===== src/rtl/los_pkg.sv =====
package los_pkg;
  typedef enum logic {
    LOS_OK  = 1'b0,
    LOS_ACT = 1'b1
  } los_state_e;
endpackage


===== src/rtl/zero_run_ctr.sv =====
module zero_run_ctr #(
  parameter int CW      = 8,
  parameter int THR_MIN = 100,
  parameter int THR_MAX = 250
) (
  input  logic          clk_i,
  input  logic          rst_ni,
  input  logic          en_i,
  input  logic          strobe_i,
  input  logic          mark_i,
  input  logic [CW-1:0] thr_i,
  output logic          hit_o
);
  localparam logic [CW-1:0] MINV = CW'(THR_MIN);
  localparam logic [CW-1:0] MAXV = CW'(THR_MAX);

  logic [CW-1:0] thr_eff;
  logic [CW-1:0] cnt_q;
  logic [CW:0]   cnt_inc;

  always_comb begin
    if (thr_i < MINV)      thr_eff = MINV;
    else if (thr_i > MAXV) thr_eff = MAXV;
    else                   thr_eff = thr_i;
  end

  assign cnt_inc = {1'b0, cnt_q} + (CW+1)'(1);

  always_ff @(posedge clk_i or negedge rst_ni) begin
    if (!rst_ni)                 cnt_q <= '0;
    else if (!en_i)              cnt_q <= '0;
    else if (strobe_i) begin
      if (mark_i)                cnt_q <= '0;
      else if (cnt_q < thr_eff)  cnt_q <= cnt_q + CW'(1);
      else                       cnt_q <= thr_eff; // saturate
    end
  end

  assign hit_o = en_i & strobe_i & ~mark_i & (cnt_inc >= {1'b0, thr_eff});
endmodule


===== src/rtl/density_win.sv =====
module density_win #(
  parameter int WIN = 175
) (
  input  logic clk_i,
  input  logic rst_ni,
  input  logic active_i,
  input  logic strobe_i,
  input  logic mark_i,
  output logic pass_o
);
  localparam int BW = $clog2(WIN + 1);

  logic [BW-1:0] pos_q;
  logic [BW-1:0] marks_q;
  logic [BW:0]   m_tot;
  logic [BW+2:0] m3;
  logic          last;

  assign last  = (pos_q == BW'(WIN - 1));
  assign m_tot = {1'b0, marks_q} + (BW+1)'(mark_i);
  assign m3    = ({2'b0, m_tot} << 1) + {2'b0, m_tot};

  always_ff @(posedge clk_i or negedge rst_ni) begin
    if (!rst_ni) begin
      pos_q   <= '0;
      marks_q <= '0;
    end else if (!active_i) begin
      pos_q   <= '0;
      marks_q <= '0;
    end else if (strobe_i) begin
      if (last) begin
        pos_q   <= '0;
        marks_q <= '0;
      end else begin
        pos_q   <= pos_q + BW'(1);
        marks_q <= m_tot[BW-1:0];
      end
    end
  end

  // density > 1/3 without a divider
  assign pass_o = active_i & strobe_i & last & (m3 > (BW+3)'(WIN));
endmodule


===== src/rtl/alos_qual.sv =====
module alos_qual #(
  parameter int PERSIST = 175
) (
  input  logic clk_i,
  input  logic rst_ni,
  input  logic alos_i,
  input  logic dis_i,
  input  logic e3_i,
  input  logic strobe_i,
  output logic alos_eff_o
);
  localparam int PW = $clog2(PERSIST + 1);

  logic [PW-1:0] cnt_q;
  logic          full;

  assign full = (cnt_q == PW'(PERSIST));

  always_ff @(posedge clk_i or negedge rst_ni) begin
    if (!rst_ni)                        cnt_q <= '0;
    else if (dis_i || !alos_i || !e3_i) cnt_q <= '0;
    else if (strobe_i && !full)         cnt_q <= cnt_q + PW'(1);
  end

  assign alos_eff_o = ~dis_i & alos_i & (~e3_i | full);
endmodule


===== src/rtl/line_los_monitor.sv =====
module line_los_monitor #(
  parameter int CW      = 8,
  parameter int THR_MIN = 100,
  parameter int THR_MAX = 250,
  parameter int WIN     = 175,
  parameter int PERSIST = 175
) (
  input  logic          clk_i,
  input  logic          rst_ni,
  input  logic          bit_en_i,
  input  logic          mark_i,
  input  logic [CW-1:0] zero_thr_i,
  input  logic          alos_i,
  input  logic          e3_mode_i,
  input  logic          dlos_dis_i,
  input  logic          alos_dis_i,
  input  logic [1:0]    st_clr_i,
  output logic          dlos_o,
  output logic          rlos_o,
  output logic          dlos_st_o,
  output logic          rlos_st_o
);
  import los_pkg::*;

  los_state_e state_q, state_d;
  logic       det_en;
  logic       run_hit;
  logic       win_pass;
  logic       alos_eff;
  logic       dst_q, rst_q;

  assign det_en = ~dlos_dis_i;

  zero_run_ctr #(.CW(CW), .THR_MIN(THR_MIN), .THR_MAX(THR_MAX)) u_run (
    .clk_i    (clk_i),
    .rst_ni   (rst_ni),
    .en_i     (det_en),
    .strobe_i (bit_en_i),
    .mark_i   (mark_i),
    .thr_i    (zero_thr_i),
    .hit_o    (run_hit)
  );

  density_win #(.WIN(WIN)) u_win (
    .clk_i    (clk_i),
    .rst_ni   (rst_ni),
    .active_i (det_en & (state_q == LOS_ACT)),
    .strobe_i (bit_en_i),
    .mark_i   (mark_i),
    .pass_o   (win_pass)
  );

  alos_qual #(.PERSIST(PERSIST)) u_alos (
    .clk_i      (clk_i),
    .rst_ni     (rst_ni),
    .alos_i     (alos_i),
    .dis_i      (alos_dis_i),
    .e3_i       (e3_mode_i),
    .strobe_i   (bit_en_i),
    .alos_eff_o (alos_eff)
  );

  always_comb begin
    state_d = state_q;
    if (!det_en)                                 state_d = LOS_OK;
    else if (state_q == LOS_OK  && run_hit)      state_d = LOS_ACT;
    else if (state_q == LOS_ACT && win_pass)     state_d = LOS_OK;
  end

  always_ff @(posedge clk_i or negedge rst_ni) begin
    if (!rst_ni) state_q <= LOS_OK;
    else         state_q <= state_d;
  end

  assign dlos_o = (state_q == LOS_ACT);
  assign rlos_o = dlos_o | alos_eff;

  // live condition has priority over clear
  always_ff @(posedge clk_i or negedge rst_ni) begin
    if (!rst_ni) begin
      dst_q <= 1'b0;
      rst_q <= 1'b0;
    end else begin
      dst_q <= dlos_o | (dst_q & ~st_clr_i[0]);
      rst_q <= rlos_o | (rst_q & ~st_clr_i[1]);
    end
  end

  assign dlos_st_o = dst_q;
  assign rlos_st_o = rst_q;
endmodule


===== config.mk =====
export PLATFORM = sky130hd
export DESIGN_NAME = line_los_monitor
export DESIGN_NICKNAME = d
export VERILOG_FILES = /design/src/rtl/los_pkg.sv /design/src/rtl/zero_run_ctr.sv /design/src/rtl/density_win.sv /design/src/rtl/alos_qual.sv /design/src/rtl/line_los_monitor.sv
export SDC_FILE = /design/constraint.sdc
export NUM_CORES = 1
export LEC_CHECK = 0
export CAP_MARGIN = 20
export CORE_UTILIZATION = 45
export CTS_CLUSTER_DIAMETER = 50
export DETAILED_ROUTE_END_ITERATION = 7
export SYNTH_ARGS = -nofsm -noshare
export SYNTH_HDL_FRONTEND = slang
export SYNTH_SLANG_ARGS = --single-unit

===== constraint.sdc =====
create_clock -name clk_i -period 3.8 [get_ports clk_i]
set_clock_uncertainty 0.2 [all_clocks]
set_input_delay 0.38 -clock clk_i [delete_from_list [all_inputs] [get_ports clk_i]]
set_output_delay 0.38 -clock clk_i [all_outputs]
set_load 0.005 [all_outputs]

Word level (Yosys, flattened, before mapping)
Index checks and enable logic that the tools add are counted.
- bits in registers: 35
- input bits: 18
- output and inout port bits: 4
- add/subtract/negate cells: 6
- $lt $le $gt $ge: 5
- equality and inequality tests: 3
- multiplexer cells: 17
- bitwise logic cells: 22
- reduce and logical (&&, ||, !) cells: 11
- operators with widths (kind ; count):
    $mux W8 ; 14
    $add A8 B1 Y8 const B ; 3
    $eq A8 B8 Y1 const B ; 2
    $add A10 B9 Y11 ; 1
    $and A1 B1 Y1 ; 11
    $gt A11 B8 Y1 const B ; 1
    $add A8 B1 Y9 ; 1
    $add A8 B1 Y9 const B ; 1
    $ge A9 B8 Y1 ; 1
    $gt A8 B8 Y1 const B ; 1
    $lt A8 B7 Y1 const B ; 1
    $lt A8 B8 Y1 ; 1
    $not A1 Y1 ; 7
    $or A1 B1 Y1 ; 4
    $reduce_bool A2 Y1 ; 2
    $logic_and A1 B1 Y1 ; 3
    $logic_not A1 Y1 ; 3
    $mux W1 ; 3
    $reduce_bool A3 Y1 ; 1
    $logic_or A1 B1 Y1 ; 2
    $ne A2 B2 Y1 const B ; 1

Longest topological paths before layout
Gate-level depths: netlist (run 1).
- depth in word-level cells: 9
- mapped depth: 14
- mapped depth without buffers: 12

Hierarchy
A second synthesis (run 1) with hierarchy kept.
- cell total of the unflattened synthesis: 385
- area total of the unflattened synthesis: 3281.9 µm²
- by module, submodules not included (module ; times used ; cells each ; area an instance (µm²) ; seq. area each (µm²)):
    density_win ; 1 ; 204 ; 1719.1 ; 400.4
    zero_run_ctr ; 1 ; 120 ; 967.2 ; 200.2
    alos_qual ; 1 ; 49 ; 466.7 ; 200.2
    line_los_monitor ; 1 ; 12 ; 128.9 ; 75.1

Worst setup path after synthesis (run 1)
OpenSTA, ideal clock, no wires.
- path type: input to register
- start: input mark_i
- end: register state_q, in the netlist dlos_o
- arrival time: 2.931 ns
- required time: 3.479 ns
- setup slack: 0.548 ns
- cell stages on the path: 13
- cells stage by stage: ha_1 buf_2 buf_1 xor2_1 ha_1 ha_1 or4_1 o211ai_1 a21boi_0 and3_1 nor3_1 o21ai_1 a32o_2
- word-level cells in the longest chain between the ends: 6
- elaborated cells between the ends (all ways): 12
- classes of those cells: add/sub: 2; order compare: 1; mux: 2; bitwise: 4; reduce/logical: 3
- ends and longest elaborated chain (item ; RTL line ; RTL):
    start: declaration ; line_los_monitor.sv:11 ; input logic mark_i,
    $add A8 B1 Y9 / $not A1 Y1 (equally long branches) ; density_win.sv:20, zero_run_ctr.sv:39 ;
    $add A10 B9 Y11 / $and A1 B1 Y1 (equally long branches) ; density_win.sv:21, zero_run_ctr.sv:39 ;
    $gt A11 B8 Y1 / $and A1 B1 Y1 (equally long branches) ; density_win.sv:42, zero_run_ctr.sv:39 ;
    $and A1 B1 Y1 / $logic_and A1 B1 Y1 (equally long branches) ; density_win.sv:42, line_los_monitor.sv:66 ;
    $logic_and A1 B1 Y1 / $mux W1 (equally long branches) ; line_los_monitor.sv:67, line_los_monitor.sv:66 ;
    $reduce_bool A3 Y1 (no line) / $mux W1 (equally long branches) ; n/a ;
    end signal: assignment ; line_los_monitor.sv:72 ; else state_q <= state_d;
    end: declaration ; line_los_monitor.sv:25 ; los_state_e state_q, state_d;
Parallel ways exist; a longest one is shown, timed or not.
A chain may end at the register's enable or synchronous reset.

Worst setup path in the final report (run 1)
- start: input zero_thr_i[2]
- end: register u_run.cnt_q[2]
- word-level cells in the longest chain between the ends: 8
- elaborated cells between the ends (all ways): 9
- classes of those cells: order compare: 3; mux: 6
- ends and longest elaborated chain (item ; RTL line ; RTL):
    start: declaration ; line_los_monitor.sv:12 ; input logic [CW-1:0] zero_thr_i,
    $gt A8 B8 Y1 ; zero_run_ctr.sv:23 ; else if (thr_i > MAXV) thr_eff = MAXV;
    $mux W8 ; zero_run_ctr.sv:23 ;
    $mux W8 (*) ; zero_run_ctr.sv:22 ; if (thr_i < MINV) thr_eff = MINV;
    $lt A8 B8 Y1 ; zero_run_ctr.sv:34 ; else if (cnt_q < thr_eff) cnt_q <= cnt_q + CW'(1);
    $mux W8 (*) ; zero_run_ctr.sv:34 ;
    $mux W8 (*) ; zero_run_ctr.sv:33 ; if (mark_i) cnt_q <= '0;
    $mux W8 (*) ; zero_run_ctr.sv:32 ; else if (strobe_i) begin
    $mux W8 (*) ; zero_run_ctr.sv:31 ; else if (!en_i) cnt_q <= '0;
    end signal: assignment ; zero_run_ctr.sv:34 ;
    end signal: assignment ; zero_run_ctr.sv:35 ; else cnt_q <= thr_eff;
    end: declaration ; zero_run_ctr.sv:18 ; logic [CW-1:0] cnt_q;
Every way passes the cells marked *; elsewhere a longest branch is shown, timed or not. The select of a mux whose other input is x is not followed.

==> results.md, run 1 <==
- Req. time, crit path: 3.79 ns
- Critical path endpoint category: flop
- Row count: 30
- Core area: around 6800 sq um
- Nets: 448
- Vias in the first global route: 2,594
- Leakage power: 1.60 nW
- # setup viols final: 0
- Crit-path cells: clkdlybuf4s50_1, nor3_1, or3b_2, a21boi_0, ha_1, inv_1, a21o_1, maj3_1, a21oi_1, o21ai_1, buf_4, mux2i_1, a22o_1
- Largest net degree at the start of global routing: 36
- Pins Over Slew Limit: 0
- Antenna Cells: 0
- RR Startpoint: u_win.marks_q[2]
- Die Ht: approximately 86 microns
- Critical path launch point type: input port
- DRT iter0 DRCs: 172
- Routability congestion estimate: 0.819
- Mapped Cells: 379
- Via density: 5.43
- Tmin final: 3.42 ns
- Post-synth EDFFs: 0
- Share of cells above drive strength 1: 9.65%
- Top_reg_cell synth: dfrtp_1
- Pwr/cell area: 222 nW/um^2
- CTS tree: done
- CTS clock-pin slew for the worst setup and hold paths: 0.08 ns
- Setup slack, reg-to-reg: 0.63 ns
- Worst-Margin Slew: 0.819 ns
- DP HPWL: between 5 and 6 mm
- Utilization after layout: 53.0%
- Clk sinks: 35
- Hold Buf Count CTS: 1
- Fin worst setup slack: 0.381 ns
- Status: completed
- HP Class: flop to flop
- Fin crit share: 90.0%
- Post CTS Setup Buffer Count: 0
- Filler cell count: between 600 and 700
- CP delay by family, top: compound AO/OA/AOI/OAI gates
- Initial antenna violation count: 0
- Synth top area share: 27.7%
- Die ar.: 7380 sq um
- Synth warnings: 0
- Die Span X: approximately 86 microns
- Post-CTS Resized: 0
- Max_slew headroom: 45.3%
- DRC Markers: 0
- Max Buffers Root-to-Sink: 2
- Maximum vdd drop: approximately 0.13 mV
- Asr flop ratio synth: between 90% and 100%
- Hold Crit Start: dlos_st_o
- Initial Utilization: 46.6%
- Crit-path slowest cell: clkdlybuf4s50_1
- Post-Syn Area per Cell: 8.36 sq um
- Setup CP Type: input port to flop
- Data arrival, critical path: 3.41 ns
- Fmax: 293 MHz
- MaxCap Viol Count: 0
- Synth top area cells: dfrtp_1 (28%), ha_1 (11%), o21ai_0 (5.4%)
- IO buf count: 21
- GRT overflow: 0
- Root Buffer: clkbuf_8
- Synth cell types: 67
- Total Neg Setup Slack: 0 ns
- Critical Path Fanout Max: 8
- Share of the yosys chip area belonging to registers: 27.7%
- Final ANT Viol Nets: 0
- Mapped cell area: 3170 sq um
- Clock Latency Late Sink: 0.29 ns
- Leading area contributor after synthesis: dfrtp_1
- Detailed-route via count: 2,715
- Post-synthesis register bit count: 35
- CP max stage delay: around 0.55 ns
- First-pass GRT wire length: 12.0 mm
- # IOs: 22
- GRT Util Overall: about a fifth
- Syn nets: 424
- Place WS: 0.0650 ns
- Area grow syn2layout: 13.8%
- Final hold violation count: 0
- CP Launch Point: zero_thr_i[2]
- Max H-tree Level: 2
- DRT Pass-1 Iters: 4
- Final wirelength: 7.00 mm
- Avg WL per Cell: 14.0 microns
- Worst Path Buf+Inv: 3
- Inserted Clock Buffers: 5
- RSZ-0062 raised after global routing: false
-- worst paths after layout --
kind                                        to  depth (start not counted)
worst max-delay path            u_run.cnt_q[2]                         13
worst min-delay path                 dlos_st_o                          1
worst max register to register          dlos_o                         10
worst min register to register       dlos_st_o                          1
max in group asynchronous       u_run.cnt_q[7]                          2
min in group asynchronous       u_win.pos_q[3]                          2
-- metrics by stage --
stage                     cells  hold WS (ns)  power (W)  cell area (sq um)
final                       500         0.283   0.000801               3600
after detailed placement    491         0.269   0.000468               3480
after floorplan             379        -0.116   0.000421               3170
after CTS                   500         0.288   0.000813               3600
after global placement      491         0.257   0.000467               3480
after global routing        500         0.302   0.000839               3600
-- state kept, by name, indices dropped and copies added (netlist names) --
signal	count
dlos_o	1
rlos_st_o	1
u_alos.cnt_q	8
u_win.pos_q	8
u_run.cnt_q	8
dlos_st_o	1
u_win.marks_q	8
-- cell usage after synthesis (all sizes together), types with 2 or more instances --
cell type and count:
o21ai 36, dfrtp 35, nand2 28, ha 27, nor2 25, inv 23
a21oi 19, xnor2 18, nand3 17, nand4 11, xor2 11, a21o 10
buf 10, clkbuf 8, mux2i 7, nor3 7, and2 6, and3 6
nand2b 6, o211ai 6, o31ai 6, maj3 4, nor2b 4, a211o 3
a22o 3, a31oi 3, a32o 3, nor4 3, or2 3, or3 3
a21boi 2, a32oi 2, and4 2, nor3b 2
-- layer usage --
metal,global-route usage (%),share of wire (%)
met1,28.3,51
met2,33.1,46
met3,3.18,2.9
met4,5.00,0.60
met5,0,0
-- cells in the final DEF, fill, tap and decap left out, types with 7 or more instances in the layout --
cell type         n
a21oi_1          19
nand4_1          11
mux2i_1           7
a21o_1           10
inv_1            23
dfrtp_1          35
xnor2_1          17
nand3_1          17
o21ai_0          34
clkdlybuf4s50_1  20
nand2_1          28
ha_1             27
nor2_1           25
buf_4            13
xor2_1           11
nor3_1            7
-- cells by family after synthesis --
kind of cell | Yosys count | synth area share [%]
multiplexers | 8 | 2.57
AO/OA/AOI/OAI | 105 | 21.7
AND/OR/NAND/NOR | 130 | 21.7
flip-flops | 35 | 27.7
buffers and inverters | 41 | 6.16
XOR/XNOR | 29 | 8.26
adder cells (fa/ha/maj) | 31 | 12.0
-- area by class of cell --
cell class                 instances  area, sq um  share of cell area [%]
multi-input combinational        303         2100                    58.2
timing repair buffer              35          313                    8.68
sequential                        35          876                    24.3
tap                               96          120                    3.33
clock inverter                     3         43.8                    1.22
clock buffer                       5         68.8                    1.91
inverter                          23         86.3                    2.40
-- where the power goes --
| part | leakage [nW] | switching, W | internal, W |
|---|---|---|---|
| Clock | 0.0581 | 0.000144 | 0.000195 |
| Sequential | 0.487 | 0.00000258 | 0.000374 |
| Combinational | 1.05 | 0.0000427 | 0.0000418 |
No activity file was read; power rests on OpenSTA's default activity.
==> run 2, diff against run 1 <==
Settings changed: GPL_ROUTABILITY_DRIVEN set to 0, SLEW_MARGIN set to 5.
==> results of run 2 <==
Final layout, timing and power as in run 1 (identical DEF).
==> run 3, diff against run 2 <==
Settings changed: CORE_UTILIZATION 45 to 60, PLACE_DENSITY set to 0.81, TNS_END_PERCENT set to 1.
==> results.md, run 3 (same netlist as run 1, synthesis figures left out) <==
- Switch share: 24.6% (was 23.7%)
- Pins Over Slew Limit: 0 (unchanged)
- Final wirelength: 7.19 mm (was 7.00 mm)
- Req. time, crit path: 3.78 ns (was 3.79 ns)
- Internal: 0.000613 W (was 0.000612 W)
- Commonest non-fill, non-tap cell in the layout: dfrtp_1 (unchanged)
- Share of cells above drive strength 1: 9.20% (was 9.65%)
- CP Launch Point: zero_thr_i[5] (was zero_thr_i[2])
- RSZ-0062 raised after global routing: false (unchanged)
- Vias in the first global route: 2,683 (was 2,594)
- # IOs: 22 (unchanged)
- Critical path endpoint category: flop (unchanged)
- Largest net degree at the start of global routing: 36 (unchanged)
- Avg WL per Cell: 15.2 microns (was 14.0 microns)
- Maximum vdd drop: 0.156 mV (was 0.130 mV)
- DP HPWL: 5.40 mm (was 5.17 mm)
- Final hold violation count: 0 (unchanged)
- Die ar.: 5570 sq um (was 7380 sq um)
- Clk pwr share: 43.4% (was 42.4%)
- Filler cell count: 406 (was 658)
- Tmin final: 3.46 ns (was 3.42 ns)
- Clk sinks: 35 (unchanged)
- IO buf count: 21 (unchanged)
- Post-CTS Resized: 0 (unchanged)
- Net switching power: 0.000200 W (was 0.000190 W)
- Most frequent cells in the layout: dfrtp_1 (35), o21ai_0 (34), nand2_1 (28), ha_1 (27), nor2_1 (25) (unchanged)
- Data arrival, critical path: 3.45 ns (was 3.41 ns)
- Placed Instances: 464 (was 491)
- Sequential power share: 46.4% (was 47.0%)
- Pwr/cell area: 228 nW/um^2 (was 222 nW/um^2)
- Critical path launch point type: input port (unchanged)
- Inserted Clock Buffers: 5 (unchanged)
- Final Non-Filler Cells: 472 (was 500)
- Clock Latency Late Sink: 0.29 ns (about the same)
- Hold slack: 0.286 ns (was 0.283 ns)
- DRC Markers: 0 (unchanged)
- Via density: 6.16 (was 5.43)
- Die Ht: 74.7 microns (was 85.9 microns)
- Fmax: 289 MHz (was 293 MHz)
- HP Class: input port to async pin (was flop to flop)
- First-pass GRT wire length: 12.1 mm (was 12.0 mm)
- Fin crit share: 91.1% (was 90.0%)
- Max Buffers Root-to-Sink: 2 (unchanged)
- Post CTS Setup Buffer Count: 0 (unchanged)
- GRT Util Overall: 28.4% (was 20.4%)
- Nets: 446 (was 448)
- Max H-tree Level: 2 (unchanged)
- Max_slew headroom: 50.0% (was 45.3%)
- Final ANT Viol Nets: 0 (unchanged)
- # setup viols final: 0 (unchanged)
- Combinational Power Share: 10.2% (was 10.5%)
- Hold Buf Count CTS: 0 (was 1)
- Root Buffer: clkbuf_8 (unchanged)
- CTS clock-pin slew for the worst setup and hold paths: 0.08 ns (about the same)
- Place WS: 0.0534 ns (was 0.0650 ns)
- DRT Pass-1 Iters: 4 (unchanged)
- Setup CP Type: input port to flop (unchanged)
- Fin worst setup slack: 0.338 ns (was 0.381 ns)
- GRT overflow: 0 (unchanged)
- Initial antenna violation count: 0 (unchanged)
- Detailed-route via count: 2,906 (was 2,715)
- Core area: 5110 sq um (was 6790 sq um)
- Status: completed (unchanged)
- Initial Utilization: 62.0% (was 46.6%)
- CTS tree: done (unchanged)
- Row count: 26 (was 30)
- Die Span X: 74.7 microns (was 85.9 microns)
- Critical Path Fanout Max: 6 (was 8)
- RR Startpoint: u_win.marks_q[0] (was u_win.marks_q[2])
- Worst-Margin Slew: 0.750 ns (was 0.819 ns)
- Area grow syn2layout: 12.5% (was 13.8%)
- Leakage power: 1.59 nW (was 1.60 nW)
- DRT iter0 DRCs: 92 (was 172)
- Total Neg Setup Slack: 0 ns (unchanged)
- MaxCap Viol Count: 0 (unchanged)
- Antenna Cells: 0 (unchanged)
run 3: critical path: stages:
cell             delay [ns]
clkdlybuf4s50_1        0.53
and2_1                 0.23
or3b_2                 0.46
a21boi_0               0.25
ha_1                   0.19
inv_1                  0.04
a21o_1                 0.17
maj3_1                 0.35
a21oi_1                0.15
o21ai_1                0.12
buf_4                  0.19
mux2i_1                0.12
a211o_1                0.28
run 3: stage by stage:
step	total power, W	instance area, sq um	util, %
after detailed placement	0.000467	3450	67.5
after global routing	0.000837	3560	69.7
after CTS	0.000812	3560	69.7
after floorplan	0.000421	3170	-
after global placement	0.000466	3450	67.5
final	0.000812	3560	69.7
run 3: worst paths after layout:
path	slack, ns	to	cells after the start
max	0.34	u_run.cnt_q[5]	13
min	0.29	u_win.pos_q[1]	2
max reg2reg	0.66	dlos_o	11
min reg2reg	0.31	dlos_st_o	1
max in group asynchronous	2.80	u_win.marks_q[5]	2
min in group clk_i	0.31	dlos_st_o	1
run 3: layout make-up:
type                            instances  area (sq um)  area share [%]
Clock inverter                          3          47.5            1.33
Sequential cell                        35           876            24.6
Timing Repair Buffer                   33           300            8.43
Tap cell                               70          87.6            2.46
Inverter                               23          86.3            2.42
Multi-Input combinational cell        303          2100            58.8
Clock buffer                            5          68.8            1.93
run 3: per-layer routing:
layer	routed length, microns	vias up	track usage, %
met5	0	-	0
met4	174	0	11.9
met3	258	21	4.42
met2	3520	71	47.9
met1	3240	1397	36.3
li1	-	1417	-
run 3: power by group through the flow:
| stage | sequential [W] | combinational, W | clock, W |
|---|---|---|---|
| after global placement | 0.000384 | 0.0000818 | 0 |
| after detailed placement | 0.000384 | 0.0000830 | 0 |
| after floorplan | 0.000384 | 0.0000374 | 0 |
| after global routing | 0.000377 | 0.0000926 | 0.000367 |
| after CTS | 0.000377 | 0.0000838 | 0.000351 |
| final | 0.000377 | 0.0000832 | 0.000352 |
